[config.mk]
export PLATFORM = sky130hd
export DESIGN_NAME = irq_test_bank
export DESIGN_NICKNAME = d
export VERILOG_FILES = /design/src/rtl/irq_test_pkg.sv /design/src/rtl/irq_test_ctrl.sv /design/src/rtl/irq_test_banks.sv /design/src/rtl/irq_test_rdmux.sv /design/src/rtl/irq_test_bank.sv
export SDC_FILE = /design/constraint.sdc
export NUM_CORES = 1
export LEC_CHECK = 0
export ABC_AREA = 1
export CAP_MARGIN = 25
export CORE_MARGIN = 4
export CORE_UTILIZATION = 30
export DETAILED_ROUTE_END_ITERATION = 6
export DONT_BUFFER_PORTS = 1
export GPL_ROUTABILITY_DRIVEN = 0
export SKIP_LAST_GASP = 1
export SLEW_MARGIN = 20
export SYNTH_ARGS = -nofsm -noshare
export SYNTH_HDL_FRONTEND = slang
export SYNTH_HIERARCHICAL = 1
export SYNTH_SLANG_ARGS = --single-unit
export TNS_END_PERCENT = 50
[constraint.sdc]
create_clock -name clk -period 2.5 [get_ports clk]
set_input_delay 0.5 -clock clk [delete_from_list [all_inputs] [get_ports clk]]
set_output_delay 0.5 -clock clk [all_outputs]
set_load 0.02 [all_outputs]
[src/rtl/irq_test_pkg.sv]
package irq_test_pkg;

  localparam int unsigned BANK_W    = 8;
  localparam int unsigned IDX_W     = 4;
  localparam int unsigned TRUNC_IDX = 15;

  typedef enum logic {
    SEL_CTRL = 1'b0,
    SEL_TEST = 1'b1
  } reg_sel_e;

  typedef struct packed {
    logic             ovr;
    logic [IDX_W-1:0] idx;
  } ctrl_t;

  // width of the group at index k
  function automatic int unsigned bank_bits(int unsigned k, int unsigned trunc);
    return (k == TRUNC_IDX) ? trunc : BANK_W;
  endfunction

  // total request width for nb groups
  function automatic int unsigned req_width(int unsigned nb, int unsigned trunc);
    int unsigned sum;
    sum = 0;
    for (int unsigned k = 0; k < nb; k++) sum += bank_bits(k, trunc);
    return sum;
  endfunction

endpackage

[src/rtl/irq_test_ctrl.sv]
module irq_test_ctrl
  import irq_test_pkg::*;
(
  input  logic        clk,
  input  logic        rst_n,
  input  logic        wr_en,
  input  logic [7:0]  wdata,
  output ctrl_t       ctrl_q
);

  ctrl_t ctrl_d;
  logic  unused_wbits;

  assign unused_wbits = ^wdata[6:4];

  always_comb begin
    ctrl_d     = ctrl_q;
    ctrl_d.ovr = wdata[7];
    ctrl_d.idx = wdata[IDX_W-1:0];
  end

  always_ff @(posedge clk or negedge rst_n) begin
    if (!rst_n) begin
      ctrl_q <= '0;
    end else if (wr_en) begin
      ctrl_q <= ctrl_d;
    end
  end

endmodule

[src/rtl/irq_test_banks.sv]
module irq_test_banks
  import irq_test_pkg::*;
#(
  parameter int unsigned NUM_BANKS  = 16,
  parameter int unsigned TRUNC_BITS = 3,
  parameter int unsigned REQ_W      = req_width(NUM_BANKS, TRUNC_BITS)
) (
  input  logic             clk,
  input  logic             rst_n,
  input  logic             wr_en,
  input  logic [IDX_W-1:0] wr_idx,
  input  logic [7:0]       wdata,
  output logic [REQ_W-1:0] test_vec,
  output logic [7:0]       bank_q [NUM_BANKS]
);

  for (genvar k = 0; k < NUM_BANKS; k++) begin : g_bank
    localparam int unsigned W   = bank_bits(k, TRUNC_BITS);
    localparam int unsigned OFS = BANK_W * k;

    logic         hit;
    logic [W-1:0] q;
    logic [W-1:0] d;
    logic [7:0]   ext;

    assign hit = wr_en && (wr_idx == IDX_W'(k));

    always_comb begin
      d = q;
      if (hit) d = wdata[W-1:0];
    end

    always_ff @(posedge clk or negedge rst_n) begin
      if (!rst_n) begin
        q <= '0;
      end else if (hit) begin
        q <= d;
      end
    end

    always_comb begin
      ext        = '0;
      ext[W-1:0] = q;
    end

    assign test_vec[OFS +: W] = q;
    assign bank_q[k]          = ext;
  end

endmodule

[src/rtl/irq_test_rdmux.sv]
module irq_test_rdmux
  import irq_test_pkg::*;
#(
  parameter int unsigned NUM_BANKS  = 16,
  parameter int unsigned TRUNC_BITS = 3,
  parameter int unsigned REQ_W      = req_width(NUM_BANKS, TRUNC_BITS)
) (
  input  logic             special_mode,
  input  logic             bus_sel,
  input  ctrl_t            ctrl,
  input  logic [REQ_W-1:0] req_in,
  input  logic [REQ_W-1:0] test_vec,
  input  logic [7:0]       bank_q [NUM_BANKS],
  output logic [7:0]       bus_rdata,
  output logic [REQ_W-1:0] req_out
);

  logic [7:0] live_ext [NUM_BANKS];
  logic [7:0] test_rd;
  logic [7:0] ctrl_rd;
  logic       ovr_act;

  for (genvar k = 0; k < NUM_BANKS; k++) begin : g_live
    localparam int unsigned W   = bank_bits(k, TRUNC_BITS);
    localparam int unsigned OFS = BANK_W * k;
    logic [7:0] ext;
    always_comb begin
      ext        = '0;
      ext[W-1:0] = req_in[OFS +: W];
    end
    assign live_ext[k] = ext;
  end

  // selected group; indices with no built group fall through as zero
  always_comb begin
    test_rd = '0;
    for (int k = 0; k < int'(NUM_BANKS); k++) begin
      if (special_mode && (ctrl.idx == IDX_W'(k))) begin
        test_rd = ctrl.ovr ? bank_q[k] : live_ext[k];
      end
    end
  end

  assign ctrl_rd   = {ctrl.ovr, 3'b000, ctrl.idx};
  assign bus_rdata = (bus_sel == SEL_TEST) ? test_rd : ctrl_rd;

  // special_mode gates the override combinationally
  assign ovr_act = special_mode && ctrl.ovr;
  assign req_out = ovr_act ? test_vec : req_in;

endmodule

[src/rtl/irq_test_bank.sv]
module irq_test_bank
  import irq_test_pkg::*;
#(
  parameter  int unsigned NUM_BANKS  = 16,
  parameter  int unsigned TRUNC_BITS = 3,
  localparam int unsigned REQ_W      = req_width(NUM_BANKS, TRUNC_BITS)
) (
  input  logic             clk,
  input  logic             rst_n,
  input  logic             special_mode,
  input  logic             irq_mask,
  input  logic [REQ_W-1:0] req_in,
  input  logic             bus_sel,
  input  logic             bus_wr,
  input  logic [7:0]       bus_wdata,
  output logic [7:0]       bus_rdata,
  output logic [REQ_W-1:0] req_out
);

  ctrl_t            ctrl_q;
  logic             ctrl_wr;
  logic             test_wr;
  logic [REQ_W-1:0] test_vec;
  logic [7:0]       bank_q [NUM_BANKS];

  assign ctrl_wr = bus_wr && (bus_sel == SEL_CTRL) && special_mode;
  assign test_wr = bus_wr && (bus_sel == SEL_TEST) && special_mode
                   && ctrl_q.ovr && irq_mask;

  irq_test_ctrl u_ctrl (
    .clk    (clk),
    .rst_n  (rst_n),
    .wr_en  (ctrl_wr),
    .wdata  (bus_wdata),
    .ctrl_q (ctrl_q)
  );

  irq_test_banks #(
    .NUM_BANKS  (NUM_BANKS),
    .TRUNC_BITS (TRUNC_BITS),
    .REQ_W      (REQ_W)
  ) u_banks (
    .clk      (clk),
    .rst_n    (rst_n),
    .wr_en    (test_wr),
    .wr_idx   (ctrl_q.idx),
    .wdata    (bus_wdata),
    .test_vec (test_vec),
    .bank_q   (bank_q)
  );

  irq_test_rdmux #(
    .NUM_BANKS  (NUM_BANKS),
    .TRUNC_BITS (TRUNC_BITS),
    .REQ_W      (REQ_W)
  ) u_rdmux (
    .special_mode (special_mode),
    .bus_sel      (bus_sel),
    .ctrl         (ctrl_q),
    .req_in       (req_in),
    .test_vec     (test_vec),
    .bank_q       (bank_q),
    .bus_rdata    (bus_rdata),
    .req_out      (req_out)
  );

endmodule

==> results of run 1 <==
## stage by stage
step / setup slack [ns] / cells
finish: -0.607 / 1998
detailed placement: -0.239 / 1945
global route: -0.705 / 1998
floorplan: 0.218 / 1540
CTS: -0.612 / 1988
global placement: -0.239 / 1945
## synth_stat cells, types with 14 or more instances
cell type	instances	area share, %
a21oi_1	89	4.4
buf_2	49	2.4
buf_4	136	10
clkbuf_1	25	0.92
dfrtp_1	128	31
inv_1	108	4.0
inv_2	14	0.51
mux2_2	43	4.7
nand2_1	496	18
nand3_1	86	4.2
nand4_1	56	3.4
nor2_1	151	5.5
o211ai_1	54	4.0
o21ai_0	55	2.7
## area by class of cell
type	count	share of cell area (%)
Timing Repair Buffer	189	14.9
Inverter	123	3.90
Sequential cell	128	26.4
Tap cell	448	4.61
Clock inverter	13	1.72
Multi-Input combinational cell	1078	44.8
Clock buffer	19	3.64
## state kept, by name, summed over array words and instances (netlist names)
register,flops
u_ctrl/ctrl_q,5
u_banks/g_bank.q,3
u_banks/g_bank.ext,120
## final timing paths
kind                                              to
max reg2reg                 u_banks/g_bank[2].ext[2]
min                         u_banks/g_bank[1].ext[6]
max in group asynchronous  u_banks/g_bank[10].ext[4]
max                                     bus_rdata[3]
min in group clk             u_banks/g_bank[15].q[0]
min reg2reg                u_banks/g_bank[10].ext[0]
## placed cells by master, fill, tap and decap left out, types with 5 or more instances in the layout
master | Yosys | routed
a21oi_1 | 89 | 86
buf_12 | 0 | 13
buf_16 | 0 | 5
buf_4 | 136 | 159
bufinv_16 | 0 | 5
clkbuf_16 | 0 | 19
conb_1 | 1 | 5
dfrtp_1 | 128 | 127
inv_1 | 108 | 107
inv_2 | 14 | 14
mux2_2 | 43 | 43
nand2_1 | 496 | 466
nand2_2 | 4 | 27
nand2_4 | 0 | 6
nand3_1 | 86 | 79
nand3_2 | 3 | 10
nand4_1 | 56 | 56
nor2_1 | 151 | 141
nor2_2 | 7 | 12
nor2_4 | 9 | 14
o211ai_1 | 54 | 54
o21ai_0 | 55 | 37
o21ai_1 | 9 | 18
o21ai_2 | 0 | 9
## cell families after synthesis
logic type / Yosys count / share of synthesized area, %
AND/OR/NAND/NOR: 818 / 34.1
buffers and inverters: 334 / 17.9
AO/OA/AOI/OAI: 209 / 11.6
flip-flops: 128 / 31.4
multiplexers: 46 / 5.03
other: 1 / 0.0367
## worst reg2reg max path: cells and delay by family (launching register included)
| kind | cells | cell delay (ns) |
|---|---|---|
| simple gates | 7 | 1.51 |
| buf+inv | 2 | 0.45 |
| flops | 1 | 0.40 |
## report_power, final
part	internal (mW)	switching, mW
clock	1.80	1.01
sequential	2.21	0.154
combinational	1.08	1.72
total	5.10	2.88
## per-layer routing
metal	up-vias	GRT usage (%)	share of wire (%)	wire [µm]
met5	-	0	0	0
met4	0	5.92	2.6	1070
met3	78	5.14	8.5	3480
met2	532	33.2	45	18400
met1	4942	29.6	44	18200
li1	4844	-	-	-
## what timing repair did
| item | CTS | global route |
|---|---|---|
| hold endpoints to repair | 128 | 128 |
| resized for setup | 65 | 44 |
| setup endpoints to repair | 123 | 169 |
| pin swaps | 32 | 35 |
| gates cloned | 6 | 2 |
| setup buffers | 7 | 9 |
==> impl_metrics.env, run 1 <==
export IMPL_status="finished with violations"
export IMPL_violations="hold timing, setup timing"
export IMPL_hpwl_mm=29.8
export IMPL_slew_headroom_pct=61.7
export IMPL_grt_use_total_pct=21.3
export IMPL_crit_path_end_kind="output pin"
export IMPL_postRouteAntennaNets=0
export IMPL_reg2reg_depth=9
export IMPL_hold_viol=128
export IMPL_dieArea_um2=37100
export IMPL_maxSlewViolCount=0
export IMPL_grt_pass1_vias=9947
export IMPL_r2r_setup_slack_ns=0.05
export IMPL_antenna_found_initial=0
export IMPL_critical_path_depth=16
export IMPL_path_cells="buf_12 -> inv_12 -> buf_16 -> nand2_4 -> nand2_2 -> nand3_2 -> nand3_2 -> nor2_4 -> nand4_1 -> nand2_2 -> nand4_1 -> nand2_2 -> nand4_1 -> nor2_1 -> nor2_1 -> buf_4"
export IMPL_clockBufferDepth=2
export IMPL_worstPathArrival_ns=2.61
export IMPL_worst_path_buf_inv=4
export IMPL_grt_setup_unrepaired="true"
export IMPL_cp_max_fo=7
export IMPL_p_leak_nw=6.40
export IMPL_startpoint="u_ctrl/ctrl_q[4]"
export IMPL_critPathTopFamily="simple AND/OR/NAND/NOR gates"
export IMPL_viasPerCell=5.20
export IMPL_async_flop_share_pct=100
export IMPL_drtPass1Iterations=7
export IMPL_fp_dieW_um=193
export IMPL_finalInstanceArea_um2=12200
export IMPL_initialDrtViolationCount=1168
export IMPL_synth_edff_count=0
export IMPL_finalSetupViolations=70
export IMPL_post_route_period_util_pct=124
export IMPL_clock_latency_ns=0.42
export IMPL_final_nets=1674
export IMPL_tightest_slew_ns=0.573
export IMPL_synthCells=1536
export IMPL_max_stage_delay_ns=0.40
export IMPL_io_buffers=0
export IMPL_clkSlewWorstSetupHoldPaths_ns=0.06
export IMPL_die_y_um=193
export IMPL_cts_root_buffer="clkbuf_16"
export IMPL_finalPower_mw=7.98
export IMPL_diodes=0
export IMPL_finalWirelength_mm=41.1
export IMPL_period_minus_slack_ns=3.11
export IMPL_seqCellArea_um2=3200
export IMPL_drc=0
export IMPL_synth_seq_cells=128
export IMPL_critPathRequiredTime_ns=2.00
export IMPL_synth_main_ff_cell="dfrtp_1"
export IMPL_start_util_pct=30.5
export IMPL_rr_startpoint="u_ctrl/ctrl_q[4]"
export IMPL_core_area_um2=33500
export IMPL_skew_ns=0.0115
export IMPL_num_vias=10396
export IMPL_wl_per_cell_um=20.6
export IMPL_tns_ns=-6.07
export IMPL_critPathKind="reg2out"
export IMPL_syn_avg_cell_area_um2=6.65
export IMPL_hold_class="in2async"
export IMPL_synthToLayoutAreaGrowth_pct=19.0
export IMPL_multiInputGateArea_um2=5450
export IMPL_whs_ns=-0.214
export IMPL_placedInstanceArea_um2=10900
export IMPL_tritoncts="done"
export IMPL_htreeDepth=4
export IMPL_yosysSeqAreaShare_pct=31.4
export IMPL_io_pin_count=268
export IMPL_numCtsBuffers=17
export IMPL_cp_start_kind="flop"
export IMPL_ys_warnings_count=6
export IMPL_synth_area_um2=10200
export IMPL_rows=67
export IMPL_grt_pass1_wl_mm=60.4
export IMPL_ir_worst_vdd_uv=503
export IMPL_fin_util_pct=36.2
export IMPL_powerDensity_nw_per_um2=657
export IMPL_grt_max_degree=129
export IMPL_cp_slowest_cell="dfrtp_2"
export IMPL_maxCapViolations=0
export IMPL_max_freq_mhz=322
export IMPL_grt_overflow=0
export IMPL_fillers=3561
export IMPL_cts_num_sinks=128
export IMPL_final_setup_worst_slack_ns=-0.607
export IMPL_ys_types=27
export IMPL_drive_above_1_share_pct=23.7
(Power assumes the default switching activity.)
==> run 2: changes to the inputs <==
--- a/config.mk
+++ b/config.mk
@@ -5,7 +5,6 @@
 export SDC_FILE = /design/constraint.sdc
 export NUM_CORES = 1
 export LEC_CHECK = 0
-export ABC_AREA = 1
 export CAP_MARGIN = 25
 export CORE_MARGIN = 4
 export CORE_UTILIZATION = 30
==> impl_metrics.env, run 2 <==
export IMPL_ir_worst_vdd_uv=439
export IMPL_drc=0
export IMPL_synthCells=931
export IMPL_rr_startpoint="u_ctrl/ctrl_q[4]"
export IMPL_grt_setup_unrepaired="true"
export IMPL_viasPerCell=5.50
export IMPL_finalInstanceArea_um2=12900
export IMPL_status="finished with violations"
export IMPL_yosysTopAreaCell="dfrtp_1"
export IMPL_final_nets=1067
export IMPL_largest_register_ffs=120
export IMPL_fp_dieW_um=193
export IMPL_r2r_setup_slack_ns=0.13
export IMPL_grt_pass1_wl_mm=54.5
export IMPL_cp_start_kind="flop"
export IMPL_clockBufferDepth=2
export IMPL_async_flop_share_pct=100
export IMPL_antenna_found_initial=1
export IMPL_hold_viol=128
export IMPL_cp_slowest_cell="dfrtp_4"
export IMPL_path_cells="buf_12 -> buf_12 -> mux4_2 -> o22ai_4 -> a2111oi_4 -> o31ai_4 -> a211oi_2 -> buf_4"
export IMPL_max_freq_mhz=313
export IMPL_cts_num_sinks=128
export IMPL_pwr_share_comb_pct=43.9
export IMPL_final_setup_worst_slack_ns=-0.696
export IMPL_yosysMostFrequentCell="mux2_2"
export IMPL_num_vias=7657
export IMPL_slew_headroom_pct=59.4
export IMPL_grt_pass1_vias=7830
export IMPL_cp_max_fo=7
export IMPL_placedInstanceArea_um2=10500
export IMPL_p_int_mw=5.82
export IMPL_worstPathArrival_ns=2.70
export IMPL_hold_class="in2async"
export IMPL_reg2reg_depth=7
export IMPL_post_route_period_util_pct=128
export IMPL_htreeDepth=4
export IMPL_whs_ns=-0.228
export IMPL_core_area_um2=33600
export IMPL_swShare_pct=35.7
export IMPL_grt_use_total_pct=20.4
export IMPL_cpMostUsedCell="buf_12"
export IMPL_drtPass1Iterations=6
export IMPL_critPathRequiredTime_ns=2.00
export IMPL_critPathKind="reg2out"
export IMPL_violations="hold timing, setup timing"
export IMPL_ys_types=60
export IMPL_finalSetupViolations=131
export IMPL_p_seq_share_pct=27.4
export IMPL_synth_area_leaders="dfrtp_1 (31%), mux2_2 (29%), buf_4 (10%)"
export IMPL_cts_root_buffer="clkbuf_16"
export IMPL_yosysTopAreaCellShare_pct=31.3
export IMPL_clkSlewWorstSetupHoldPaths_ns=0.06
export IMPL_dieArea_um2=37100
export IMPL_yosysSeqAreaShare_pct=31.3
export IMPL_synth_seq_cells=128
export IMPL_crit_path_end_kind="output pin"
export IMPL_syn_avg_cell_area_um2=11.0
export IMPL_synth_area_um2=10200
export IMPL_io_buffers=0
export IMPL_grt_overflow=0
export IMPL_final_cell_mix="mux2_2 (140), mux2_4 (133), dfrtp_1 (124)"
export IMPL_maxCapViolations=0
export IMPL_hpwl_mm=28.1
export IMPL_tritoncts="done"
export IMPL_period_minus_slack_ns=3.20
export IMPL_drive_above_1_share_pct=61.2
export IMPL_io_pin_count=268
export IMPL_postRouteAntennaNets=0
export IMPL_synth_edff_count=0
export IMPL_tightest_slew_ns=0.609
export IMPL_seqCellArea_um2=3210
export IMPL_finalWirelength_mm=40.0
export IMPL_wl_per_cell_um=28.7
export IMPL_crit_end="bus_rdata[6]"
export IMPL_startpoint="u_ctrl/ctrl_q[4]"
export IMPL_maxSlewViolCount=0
export IMPL_numCtsBuffers=17
export IMPL_powerDensity_nw_per_um2=700
export IMPL_synth_main_ff_cell="dfrtp_1"
export IMPL_tns_ns=-47.23
export IMPL_p_leak_nw=6.10
export IMPL_yosys_top_cells_count="mux2_2 (264), buf_4 (138), dfrtp_1 (128)"
export IMPL_multiInputGateArea_um2=6690
export IMPL_die_y_um=193
export IMPL_ys_warnings_count=6
export IMPL_clock_latency_ns=0.43
export IMPL_initialDrtViolationCount=650
export IMPL_power_frac_clock_pct=28.7
export IMPL_start_util_pct=30.4
export IMPL_mostFrequentLayoutCell="mux2_2"
export IMPL_synthToLayoutAreaGrowth_pct=26.5
export IMPL_fillers=3188
export IMPL_grt_max_degree=129
export IMPL_rows=67
export IMPL_r2r_end="u_banks/g_bank[12].ext[2]"
export IMPL_p_sw_mw=3.24
export IMPL_skew_ns=0.0217
export IMPL_max_stage_delay_ns=0.54
==> run 2: changes by cell type after synthesis, sizes merged, moves of 14 or more <==
cell	change
mux2i	+50
o21ai	-34
mux2	+238
mux4	+22
inv	-118
nor2	-127
a21oi	-47
o22ai	+16
nand2	-466
o211ai	-49
buf	-14
nand4	-55
nand3	-82
==> run 2: layer usage <==
| layer | vias up | global-route usage, % | share of wire (%) |
|---|---|---|---|
| met5 | - | 0 | 0 |
| met4 | 0 | 7.65 | 3.2 |
| met3 | 69 | 8.72 | 11 |
| met2 | 359 | 31.8 | 46 |
| met1 | 3928 | 25.0 | 40 |
| li1 | 3301 | - | - |
==> run 2: layout make-up <==
type | count | area share [%]
multi-input combinational | 614 | 51.7
sequential | 128 | 24.8
timing repair buffer | 165 | 14.3
tap | 448 | 4.33
clock buffer | 19 | 3.35
clock inverter | 13 | 1.27
inverter | 4 | 0.116
antenna | 1 | 0.0193
==> run 2: worst min-delay path by stage <==
stage                     start                   endpoint  cells past startpoint
after floorplan           rst_n   u_banks/g_bank[0].ext[0]                      0
after global placement    rst_n  u_banks/g_bank[13].ext[5]                      0
after detailed placement  rst_n  u_banks/g_bank[13].ext[6]                      0
after CTS                 rst_n           u_ctrl/ctrl_q[3]                      0
after global routing      rst_n  u_banks/g_bank[12].ext[6]                      0
final                     rst_n  u_banks/g_bank[13].ext[6]                      0
==> run 2: timing repair <==
action / 4_1_cts / 5_1_grt
pin swaps: 45 / 28
setup buffers: 28 / 9
endpoints found under the hold margin: 128 / 128
setup endpoints to repair: 131 / 131
gates cloned: 11 / 6
gates resized for setup: 178 / 107
==> run 2: metrics by stage <==
step           std cells  worst slack (ns)  util, %  total power [mW]
2_1_floorplan        935           -0.0344        -              4.76
3_3_place_gp        1315            -0.640     31.3              5.44
3_5_place_dp        1315            -0.635     31.3              5.47
4_1_cts             1382            -0.752     36.9              8.84
5_1_grt             1391            -0.771     38.5              9.38
6_report            1392            -0.696     38.5              9.06
==> run 2: cells by family (layout without fill, tap and decap cells) <==
logic type / after synthesis / count (layout) / share of synthesized area (%)
simple gates: 121 / 122 / 6.20
other cells: 1 / 6 / 0.0367
mux: 356 / 356 / 41.3
compound gates: 131 / 131 / 7.99
flops: 128 / 128 / 31.3
buf+inv: 194 / 201 / 13.2
==> run 2: critical path: cells and delay by family, from the launching register on <==
family                 cells  cell delay, ns
DFF                        1            0.54
buffers and inverters      3            0.49
muxes                      1            0.36
AOI/OAI and AO/OA          4            0.87
==> run 2: power groups by stage <==
stage	logic (mW)	registers, mW	clock network, mW
after floorplan	2.33	2.43	0
final	3.97	2.48	2.60
after global routing	4.16	2.51	2.72
after global placement	2.94	2.50	0
after detailed placement	2.96	2.51	0
after CTS	3.72	2.47	2.65
